`config.mk`:
```
export PLATFORM = sky130hd
export DESIGN_NAME = cmd_param_collector
export DESIGN_NICKNAME = d
export VERILOG_FILES = /design/src/rtl/cpc_pkg.sv /design/src/rtl/cpc_decode.sv /design/src/rtl/cpc_param_buf.sv /design/src/rtl/cpc_handlers.sv /design/src/rtl/cmd_param_collector.sv
export SDC_FILE = /design/constraint.sdc
export NUM_CORES = 1
export LEC_CHECK = 0
export ABC_AREA = 0
export BUFFER_PORTS_ARGS = -buffer_cell sky130_fd_sc_hd__clkbuf_2
export CORE_MARGIN = 2
export CORE_UTILIZATION = 45
export DETAILED_ROUTE_END_ITERATION = 16
export GPL_TIMING_DRIVEN = 0
export PLACE_DENSITY_LB_ADDON = 0.12
export RECOVER_POWER = 25
export SYNTH_ARGS = -nofsm -noshare
export SYNTH_HDL_FRONTEND = slang
export SYNTH_HIERARCHICAL = 1
export SYNTH_SLANG_ARGS = --single-unit
```
`constraint.sdc`:
```
create_clock -name clk -period 3.4 [get_ports clk]
set_input_delay 0.34 -clock clk [delete_from_list [all_inputs] [get_ports clk]]
set_output_delay 0.34 -clock clk [all_outputs]
set_load 0.02 [all_outputs]
```
`src/rtl/cpc_pkg.sv`:
```
package cpc_pkg;

  typedef enum logic [3:0] {
    CMD_NONE       = 4'd0,
    CMD_ADP_RST    = 4'd1,
    CMD_BUS_RST    = 4'd2,
    CMD_DEV_RST    = 4'd3,
    CMD_ABORT      = 4'd4,
    CMD_CONFIG     = 4'd5,
    CMD_RING_SETUP = 4'd6,
    CMD_MSG_SETUP  = 4'd7,
    CMD_SCSI_ISSUE = 4'd8,
    CMD_UNPLUG     = 4'd9,
    CMD_LIMIT      = 4'd10
  } cmd_e;

  localparam logic [31:0] ST_OK      = 32'd0;
  localparam logic [31:0] ST_FAIL    = 32'd1;
  localparam logic [31:0] ST_PENDING = 32'd2;

endpackage

```
`src/rtl/cpc_decode.sv`:
```
module cpc_decode
  import cpc_pkg::*;
#(
  parameter int CW         = 4,
  parameter int DEV_WORDS  = 3,
  parameter int ABT_WORDS  = 4,
  parameter int CFG_WORDS  = 6,
  parameter int RING_WORDS = 10,
  parameter int MSG_WORDS  = 2
) (
  input  logic [31:0]   raw_id,
  input  cmd_e          cur_cmd,
  output cmd_e          new_cmd,
  output logic [CW-1:0] new_words,
  output logic [CW-1:0] cur_words
);

  function automatic logic [CW-1:0] words_of(input cmd_e c);
    case (c)
      CMD_DEV_RST:    words_of = CW'(DEV_WORDS);
      CMD_ABORT:      words_of = CW'(ABT_WORDS);
      CMD_CONFIG:     words_of = CW'(CFG_WORDS);
      CMD_RING_SETUP: words_of = CW'(RING_WORDS);
      CMD_MSG_SETUP:  words_of = CW'(MSG_WORDS);
      default:        words_of = '0;
    endcase
  endfunction

  always_comb begin
    if ((raw_id > 32'd0) && (raw_id < 32'(CMD_LIMIT))) new_cmd = cmd_e'(raw_id[3:0]);
    else                                                new_cmd = CMD_NONE;
  end

  assign new_words = words_of(new_cmd);
  assign cur_words = words_of(cur_cmd);

endmodule

```
`src/rtl/cpc_param_buf.sv`:
```
module cpc_param_buf #(
  parameter int DEPTH = 10,
  parameter int CW    = 4
) (
  input  logic                clk,
  input  logic                rst_n,
  input  logic                clr,
  input  logic                push,
  input  logic [31:0]         din,
  output logic [CW-1:0]       count,
  output logic                full,
  output logic [DEPTH*32-1:0] words
);

  logic [CW-1:0] count_q, count_n;

  always_comb begin
    count_n = count_q;
    if (clr)       count_n = '0;
    else if (push) count_n = count_q + CW'(1);
  end

  always_ff @(posedge clk or negedge rst_n) begin
    if (!rst_n) count_q <= '0;
    else        count_q <= count_n;
  end

  for (genvar i = 0; i < DEPTH; i++) begin : g_slot
    logic        slot_en;
    logic [31:0] slot_q;
    assign slot_en = push && (count_q == CW'(i));
    always_ff @(posedge clk or negedge rst_n) begin
      if (!rst_n)       slot_q <= '0;
      else if (slot_en) slot_q <= din;
    end
    assign words[32*i +: 32] = slot_q;
  end

  assign count = count_q;
  assign full  = (count_q == CW'(DEPTH));


  count_bound_chk: assert property (@(posedge clk) disable iff (!rst_n)
    count_q <= CW'(DEPTH));

endmodule

```
`src/rtl/cpc_handlers.sv`:
```
module cpc_handlers
  import cpc_pkg::*;
(
  input  logic        clk,
  input  logic        rst_n,
  input  logic        exec,
  input  cmd_e        exec_cmd,
  output logic [31:0] result,
  output logic        rings_ready,
  output logic        msgring_ready
);

  logic rings_q, rings_n, msg_q, msg_n;

  always_comb begin
    case (exec_cmd)
      CMD_ADP_RST, CMD_BUS_RST, CMD_DEV_RST, CMD_ABORT,
      CMD_RING_SETUP, CMD_MSG_SETUP: result = ST_OK;
      default:                       result = ST_FAIL;
    endcase
  end

  always_comb begin
    rings_n = rings_q;
    msg_n   = msg_q;
    if (exec) begin
      case (exec_cmd)
        CMD_RING_SETUP: rings_n = 1'b1;
        CMD_MSG_SETUP:  if (rings_q) msg_n = 1'b1;
        CMD_ADP_RST: begin
          rings_n = 1'b0;
          msg_n   = 1'b0;
        end
        default: ;
      endcase
    end
  end

  always_ff @(posedge clk or negedge rst_n) begin
    if (!rst_n) begin
      rings_q <= 1'b0;
      msg_q   <= 1'b0;
    end else begin
      rings_q <= rings_n;
      msg_q   <= msg_n;
    end
  end

  assign rings_ready   = rings_q;
  assign msgring_ready = msg_q;


  msg_needs_rings_chk: assert property (@(posedge clk) disable iff (!rst_n)
    $rose(msg_q) |-> rings_q);

endmodule

```
`src/rtl/cmd_param_collector.sv`:
```
module cmd_param_collector
  import cpc_pkg::*;
#(
  parameter int DEV_WORDS  = 3,
  parameter int ABT_WORDS  = 4,
  parameter int CFG_WORDS  = 6,
  parameter int RING_WORDS = 10,
  parameter int MSG_WORDS  = 2,
  localparam int DEPTH_A   = (DEV_WORDS > ABT_WORDS) ? DEV_WORDS : ABT_WORDS,
  localparam int DEPTH_B   = (CFG_WORDS > RING_WORDS) ? CFG_WORDS : RING_WORDS,
  localparam int DEPTH_C   = (DEPTH_A > DEPTH_B) ? DEPTH_A : DEPTH_B,
  localparam int DEPTH     = (DEPTH_C > MSG_WORDS) ? DEPTH_C : MSG_WORDS,
  localparam int CW        = $clog2(DEPTH + 1)
) (
  input  logic                clk,
  input  logic                rst_n,
  input  logic                wr_en,
  input  logic                wr_is_data,
  input  logic [31:0]         wr_data,
  output logic [31:0]         cmd_status,
  output logic                fire,
  output logic [3:0]          fire_cmd,
  output logic [DEPTH*32-1:0] fire_params,
  output logic                rings_ready,
  output logic                msgring_ready
);

  cmd_e          cur_q, cur_n, new_cmd, exec_cmd;
  logic [CW-1:0] new_words, cur_words, count;
  logic [CW:0]   count_inc;
  logic          full, clr, push, exec;
  logic [31:0]   status_q, status_n, result;
  logic          fire_q;
  cmd_e          fire_cmd_q;

  cpc_decode #(
    .CW(CW), .DEV_WORDS(DEV_WORDS), .ABT_WORDS(ABT_WORDS),
    .CFG_WORDS(CFG_WORDS), .RING_WORDS(RING_WORDS), .MSG_WORDS(MSG_WORDS)
  ) u_decode (
    .raw_id(wr_data), .cur_cmd(cur_q), .new_cmd(new_cmd),
    .new_words(new_words), .cur_words(cur_words)
  );

  cpc_param_buf #(.DEPTH(DEPTH), .CW(CW)) u_buf (
    .clk(clk), .rst_n(rst_n), .clr(clr), .push(push), .din(wr_data),
    .count(count), .full(full), .words(fire_params)
  );

  cpc_handlers u_handlers (
    .clk(clk), .rst_n(rst_n), .exec(exec), .exec_cmd(exec_cmd),
    .result(result), .rings_ready(rings_ready), .msgring_ready(msgring_ready)
  );

  assign count_inc = {1'b0, count} + {{CW{1'b0}}, 1'b1};

  always_comb begin
    cur_n    = cur_q;
    status_n = status_q;
    exec     = 1'b0;
    exec_cmd = cur_q;
    clr      = 1'b0;
    push     = 1'b0;
    if (wr_en && !wr_is_data) begin
      clr = 1'b1;
      if (new_words == '0) begin
        exec     = 1'b1;
        exec_cmd = new_cmd;
        status_n = result;
        cur_n    = CMD_NONE;
      end else begin
        cur_n    = new_cmd;
        status_n = ST_PENDING;
      end
    end else if (wr_en && wr_is_data && !full) begin
      push = 1'b1;
      if (count_inc >= {1'b0, cur_words}) begin
        exec     = 1'b1;
        exec_cmd = cur_q;
        status_n = result;
        cur_n    = CMD_NONE;
        clr      = 1'b1;
      end
    end
  end

  always_ff @(posedge clk or negedge rst_n) begin
    if (!rst_n) begin
      cur_q      <= CMD_NONE;
      status_q   <= ST_OK;
      fire_q     <= 1'b0;
      fire_cmd_q <= CMD_NONE;
    end else begin
      cur_q    <= cur_n;
      status_q <= status_n;
      fire_q   <= exec;
      if (exec) fire_cmd_q <= exec_cmd;
    end
  end

  assign cmd_status = status_q;
  assign fire       = fire_q;
  assign fire_cmd   = fire_cmd_q;


  zero_word_fire_chk: assert property (@(posedge clk) disable iff (!rst_n)
    (wr_en && !wr_is_data && wr_data == 32'd2) |=> (fire && fire_cmd == 4'd2));


  pending_hold_chk: assert property (@(posedge clk) disable iff (!rst_n)
    (wr_en && !wr_is_data && wr_data == 32'd5) |=> (cmd_status == ST_PENDING && !fire));


  fire_status_chk: assert property (@(posedge clk) disable iff (!rst_n)
    fire |-> (cmd_status != ST_PENDING));


  fire_id_range_chk: assert property (@(posedge clk) disable iff (!rst_n)
    fire |-> (fire_cmd < 4'd10));

endmodule

```
Word-level counts from Yosys, hierarchy flattened
Index checks and enable logic that the tools add are counted.
- muxes and demuxes: 26
- magnitude comparators: 3
- reduce and logical (&&, ||, !) cells: 27
- $add $sub $neg: 2
- equal/unequal tests: 27
- operator list (operator ; count):
    32-bit two-way mux ; 4
    4-bit by 3-bit == test with 1-bit output (second input constant) ; 15
    4-bit one-hot mux with 5 select lines ; 2
    4-bit two-way mux ; 9
    32-bit by 1-bit greater-than comparator with 1-bit output (second input constant) ; 1
    32-bit by 4-bit less-than comparator with 1-bit output (second input constant) ; 1
    4-bit by 2-bit == test with 1-bit output (second input constant) ; 6
    1-bit logical AND ; 14
    4-bit == test (second input constant) ; 3
    2-bit nonzero test ; 5
    1-bit two-way mux ; 9
    4-bit by 1-bit == test with 1-bit output (second input constant) ; 2
    4-bit logical NOT ; 2
    6-bit OR reduction ; 1
    4-bit by 1-bit adder with 5-bit output (second input constant) ; 1
    5-bit by 4-bit >= comparator with 1-bit output ; 1
    4-bit by 1-bit adder with 4-bit output (second input constant) ; 1
    1-bit one-hot mux with 2 select lines ; 2
    2-bit AND reduction ; 2
    3-bit AND reduction ; 1
    1-bit logical NOT ; 2
    2-bit by 1-bit != test with 1-bit output (second input constant) ; 1
- flip-flop bits (word level): 367
- output and inout bits: 359

Longest topological paths before layout
- depth in word-level cells: 14
- gate-level depth with buffers: 11
- gate-level depth less buffers: 11

Modules after synthesis
Netlist, hierarchy kept.
- by module, submodules not included (module ; area each (µm²) ; seq. area each (µm²) ; cells an instance ; instances):
    cpc_param_buf ; 12378.1 ; 8107.8 ; 742 ; 1
    cmd_param_collector ; 2019.4 ; 1026.0 ; 195 ; 1
    cpc_handlers ; 366.6 ; 50.0 ; 44 ; 1
    cpc_decode ; 215.2 ; 0.0 ; 33 ; 1

Worst setup path before layout
No wires, ideal clock.
- path type: input to register
- start: input port wr_data[13]
- end: register u_handlers.msg_q (netlist: u_handlers/msgring_ready)
- path buffers: 0
- setup slack: 0.602 ns
- cell stages on the path: 10
- arrival: 2.677 ns
- cells stage by stage: nor4_1 > nand4_2 > nor4_1 > nor4_4 > and2_1 > a211oi_2 > inv_1 > nor2b_4 > a41o_1 > a22o_1
- RTL lines (element ; RTL line ; source):
    start, declared ; cmd_param_collector.sv:19 ; input logic [31:0] wr_data,
    32-bit by 1-bit greater-than comparator with 1-bit output / 32-bit by 4-bit less-than comparator with 1-bit output (equally long branches) ; cpc_decode.sv:30 ; if ((raw_id > 32'd0) && (raw_id < 32'(CMD_LIMIT))) new_cmd = cmd_e'(raw_id[3:0]);
    1-bit logical AND * ; cpc_decode.sv:30 ;
    4-bit two-way mux * ; cpc_decode.sv:30 ;
    4-bit by 3-bit == test with 1-bit output / 4-bit by 2-bit == test with 1-bit output (equally long branches) ; cpc_decode.sv:19 ; case (c)
    4-bit one-hot mux with 5 select lines * ; cpc_decode.sv:19 ;
    via new_words[0] ; cmd_param_collector.sv:29 ; logic [CW-1:0] new_words, cur_words, count;
    4-bit logical NOT * ; cmd_param_collector.sv:65 ; if (new_words == '0) begin
    1-bit two-way mux * ; cmd_param_collector.sv:65 ;
    1-bit two-way mux * ; cmd_param_collector.sv:63 ; if (wr_en && !wr_is_data) begin
    via exec ; cmd_param_collector.sv:31 ; logic full, clr, push, exec;
    3-bit AND reduction (no line) * ; - ;
    end signal, assigned ; cpc_handlers.sv:45 ; msg_q <= msg_n;
    end, declared ; cpc_handlers.sv:13 ; logic rings_q, rings_n, msg_q, msg_n;
Mark *: on every way through the listed nets, which the timed path passes. The rest lies on a longest branch.
A chain may end at the register's enable or synchronous reset.

Worst setup path in the final report
- start: input port wr_data[30]
- end: register u_handlers.msg_q (netlist: u_handlers/msgring_ready)
Same word-level chain as after synthesis.

==> qor.csv <==
stage;metric;value;unit
floorplanning;io pins;395;
timing;RSZ-0062 raised after global routing;false;
clocking;Clock Tree Buf Depth;3;
floorplanning;die height;186.5;um
clocking;number of buffers created by CTS;40;
global_route;All-Layer GR Usage;0.2233;
timing;Tcrit/Tclk final;0.9190;
critical_path;Worst Path Max Fanout;8;
floorplanning;row count;66;
routing;residual DRC count;0;
critical_path;WP data arrival;3.53;ns
critical_path;path type of the worst setup path;primary input to flip-flop;
timing;Tmin final;3.124;ns
finish;Final Core Density;0.5792;
yosys;ys async rst share;1.000;
placed_design;post-DP HPWL;28.22;mm
clocking;CTS tree;done;
yosys;Post-synth top flop;dfrtp_1;
finish;FILL cells;2763;
timing;clk_skew;0.007172;ns
critical_path;CP Launch Point;wr_data[30];
global_route;largest net degree at the start of global routing;112;
status;violated checks;capacitance limit, slew limit;
placed_design;Final Wtd Congestion;0.7916;
finish;fin nets;1530;
critical_path;R2R depth;10;
timing;Rel. slew slack;-0.3094;
clocking;H-tree Lvls;2;
global_route;M1 GR Usage;0.2855;
clocking;Sinks on Clock Net;367;
critical_path;CP Launch Type;primary input;
critical_path;Crit. End Element;flip-flop;
routing;final WL;39.05;mm
routing;vias per inst;4.935;
routing;Pre-antenna DRT Iters;6;
floorplanning;Initial Util;0.4592;
timing;final max-slew violation count;74;
global_route;first-pass GRT wire length;59.94;mm
timing;post-route setup TNS;0;ns
yosys;Yosys reg bits;367;
timing;final hold vios;0;
clocking;Clk Latency, worst-skew pair;0.52;ns
placed_design;IO buf count;394;
power;Worst VDD drop;0.4006;mV
global_route;Most Used Layer, Global Route;met2;
finish;Area Growth Syn to Fin;26.14;%
yosys;Seq/Total Area, Yosys;0.6131;
yosys;Synth warnings;6;
yosys;area of the mapped netlist;0.01498;mm^2
global_route;met3 usage;0.06620;
global_route;met2 GRT Util;0.3615;
min_path;hold depth;5;
run;max cap viols;1;
critical_path;R2R Path Start;u_buf/count[0]$_DFFE_PN0P_;
finish;share of cells above drive strength 1;0.5063;
floorplanning;Core Area;0.03262;mm^2
min_path;HP Start;wr_data[0];
routing;Antenna Violating Nets Remaining;0;
floorplanning;Die Width;186.5;um
timing;worst-margin pin slew;1.964;ns
yosys;syn_area_per_cell;14.77;um^2
status;status;finished, violations left;
yosys;Post-synth EDFFs;0;
routing;Via Count;9663;
clocking;CTS root buf;clkbuf_16;
global_route;GRT Residual Overflow;0;
clocking;setup bufs post-CTS;0;
power;Lkg Pwr;0.01006;uW
floorplanning;Die ar.;0.03476;mm^2
routing;per-cell routed wire length;19.94;um
timing;fmax;320.1;MHz
critical_path;Worst EP required;3.81;ns
yosys;Netlist cell types;51;
routing;drt initial violations;301;
global_route;initial antenna violation count;1;
global_route;number of global-route vias before repair;9756;
clocking;Worst-path clk slew;0.06;ns
yosys;Cells after Synth;1014;
timing;setup violators final;0;
power;power density over the cells;671.9;mW/mm^2
min_path;Tightest Hold Check Type;primary input to flip-flop;
==> metal layers <==
metal / vias to the layer above / wire, um
met5: - / 0
met4: 0 / 1405
met3: 80 / 2758
met1: 4884 / 16740
met2: 311 / 18150
li1: 4388 / -
==> cell families (layout without fill, tap and decap cells) <==
| family | after synthesis | in the layout | share of synthesized area |
|---|---|---|---|
| mux | 358 | 358 | 0.2665 |
| flops | 367 | 367 | 0.6131 |
| fa+ha+maj | 10 | 10 | 0.008353 |
| compound gates | 26 | 26 | 0.01111 |
| buf+inv | 152 | 623 | 0.05596 |
| other cells | 1 | 32 | 0.0002503 |
| xor+xnor | 4 | 4 | 0.002339 |
| simple gates | 96 | 96 | 0.04243 |
==> worst max-delay path, cell delays in order <==
cell and delay, ns:
clkbuf_2 0.11, nor4_4 0.50, nand4_2 0.41, nor4_1 0.66
nor4_4 0.12, and2_1 0.24, a211oi_2 0.40, inv_1 0.14
nor2b_4 0.17, a41o_1 0.27, a22o_1 0.18
==> final timing paths <==
kind | to | slack, ns
min reg2reg | u_buf/g_slot[3].slot_q[15]$_DFFE_PN0P_ | 0.49
max reg2reg | u_handlers/msgring_ready$_DFFE_PN0P_ | 0.66
max | u_handlers/msgring_ready$_DFFE_PN0P_ | 0.28
max in group asynchronous | u_buf/g_slot[6].slot_q[21]$_DFFE_PN0P_ | 0.70
min in group asynchronous | u_buf/g_slot[8].slot_q[7]$_DFFE_PN0P_ | 0.90
min | cur_q[0]$_DFFE_PN0P_ | 0.24
==> area by class of cell <==
| cell class | instances | area (um^2) | area share |
|---|---|---|---|
| tap | 442 | 553.0 | 0.02927 |
| multi-input combinational | 525 | 5091 | 0.2695 |
| buffer | 108 | 673.1 | 0.03563 |
| clock inverter | 16 | 125.1 | 0.006622 |
| clock buffer | 57 | 1176 | 0.06225 |
| inverter | 44 | 165.2 | 0.008741 |
| antenna | 1 | 2.502 | 0.0001324 |
| sequential | 367 | 9184 | 0.4861 |
| timing repair buffer | 398 | 1924 | 0.1018 |
==> stage by stage <==
stage                     hold slack, ns  std cells  setup WS [ns]  instance area [um^2]  power (uW)
after floorplan                  0.04441       1044         0.6022                 15090        7385
after global placement            0.4690       1880         -6.262                 17620        8587
after detailed placement          0.4006       1883        -0.9022                 17710        8654
after global routing              0.3098       1958        0.08187                 18890       13280
final                             0.2354       1958         0.2755                 18890       12690
after CTS                         0.2175       1957        0.05104                 19030       12930
==> cells in the mapped netlist (2+ instances only) <==
library cell / count / share of area
a21oi_1: 3 / 0.0010
a31oi_1: 2 / 0.00084
and4bb_2: 3 / 0.0025
buf_1: 32 / 0.0080
buf_2: 15 / 0.0050
buf_4: 47 / 0.024
buf_6: 9 / 0.0068
clkbuf_2: 4 / 0.0013
dfrtp_1: 367 / 0.61
ha_1: 10 / 0.0084
inv_1: 44 / 0.011
mux2_1: 9 / 0.0068
mux2_2: 317 / 0.24
mux2i_1: 32 / 0.021
nand2_1: 37 / 0.0093
nand3_1: 11 / 0.0037
nand3b_1: 2 / 0.0010
nand4b_2: 6 / 0.0060
nor2_1: 3 / 0.00075
nor2b_1: 4 / 0.0017
nor3_1: 5 / 0.0017
nor4_1: 6 / 0.0025
nor4_2: 4 / 0.0033
nor4bb_1: 2 / 0.0013
o21ai_0: 12 / 0.0040
xnor2_1: 2 / 0.0012
xor2_1: 2 / 0.0012
==> repair_timing <==
item                                    4_1_cts  5_1_grt
hold buffers                                  1        0
endpoints found under the setup margin        7        3
resized for setup                             1        2
endpoints found under the hold margin        73        0
cloned                                        0        0
==> cells in the final DEF (no fill, tap or decap), types with 10 or more instances in the layout <==
cell       Yosys  routed
clkbuf_1       1     120
mux2_2       317     317
ha_1          10      10
buf_2         15      15
mux2i_1       32      32
buf_4         47      47
inv_1         44      44
dfrtp_1      367     367
clkbuf_16      0      41
nand2_1       37      37
buf_1         32      32
conb_1         1      31
o21ai_0       12      12
clkbuf_2       4     286
nand3_1       11      11
==> report_power, final <==
part | leakage [uW] | switching [uW] | internal [uW]
clock | 0.000646 | 1720 | 2500
combinational | 0.00455 | 1870 | 1090
sequential | 0.00486 | 396 | 5120
==> registers in the layout (all words and copies together), names as in the netlist <==
name                      cells
u_buf/g_slot.slot_q         320
fire                          1
u_handlers/rings_ready        1
u_handlers/msgring_ready      1
cur_q                         4
cmd_status                   32
fire_cmd                      4
u_buf/count                   4
Note: power is estimated with default switching activity, not from simulation.
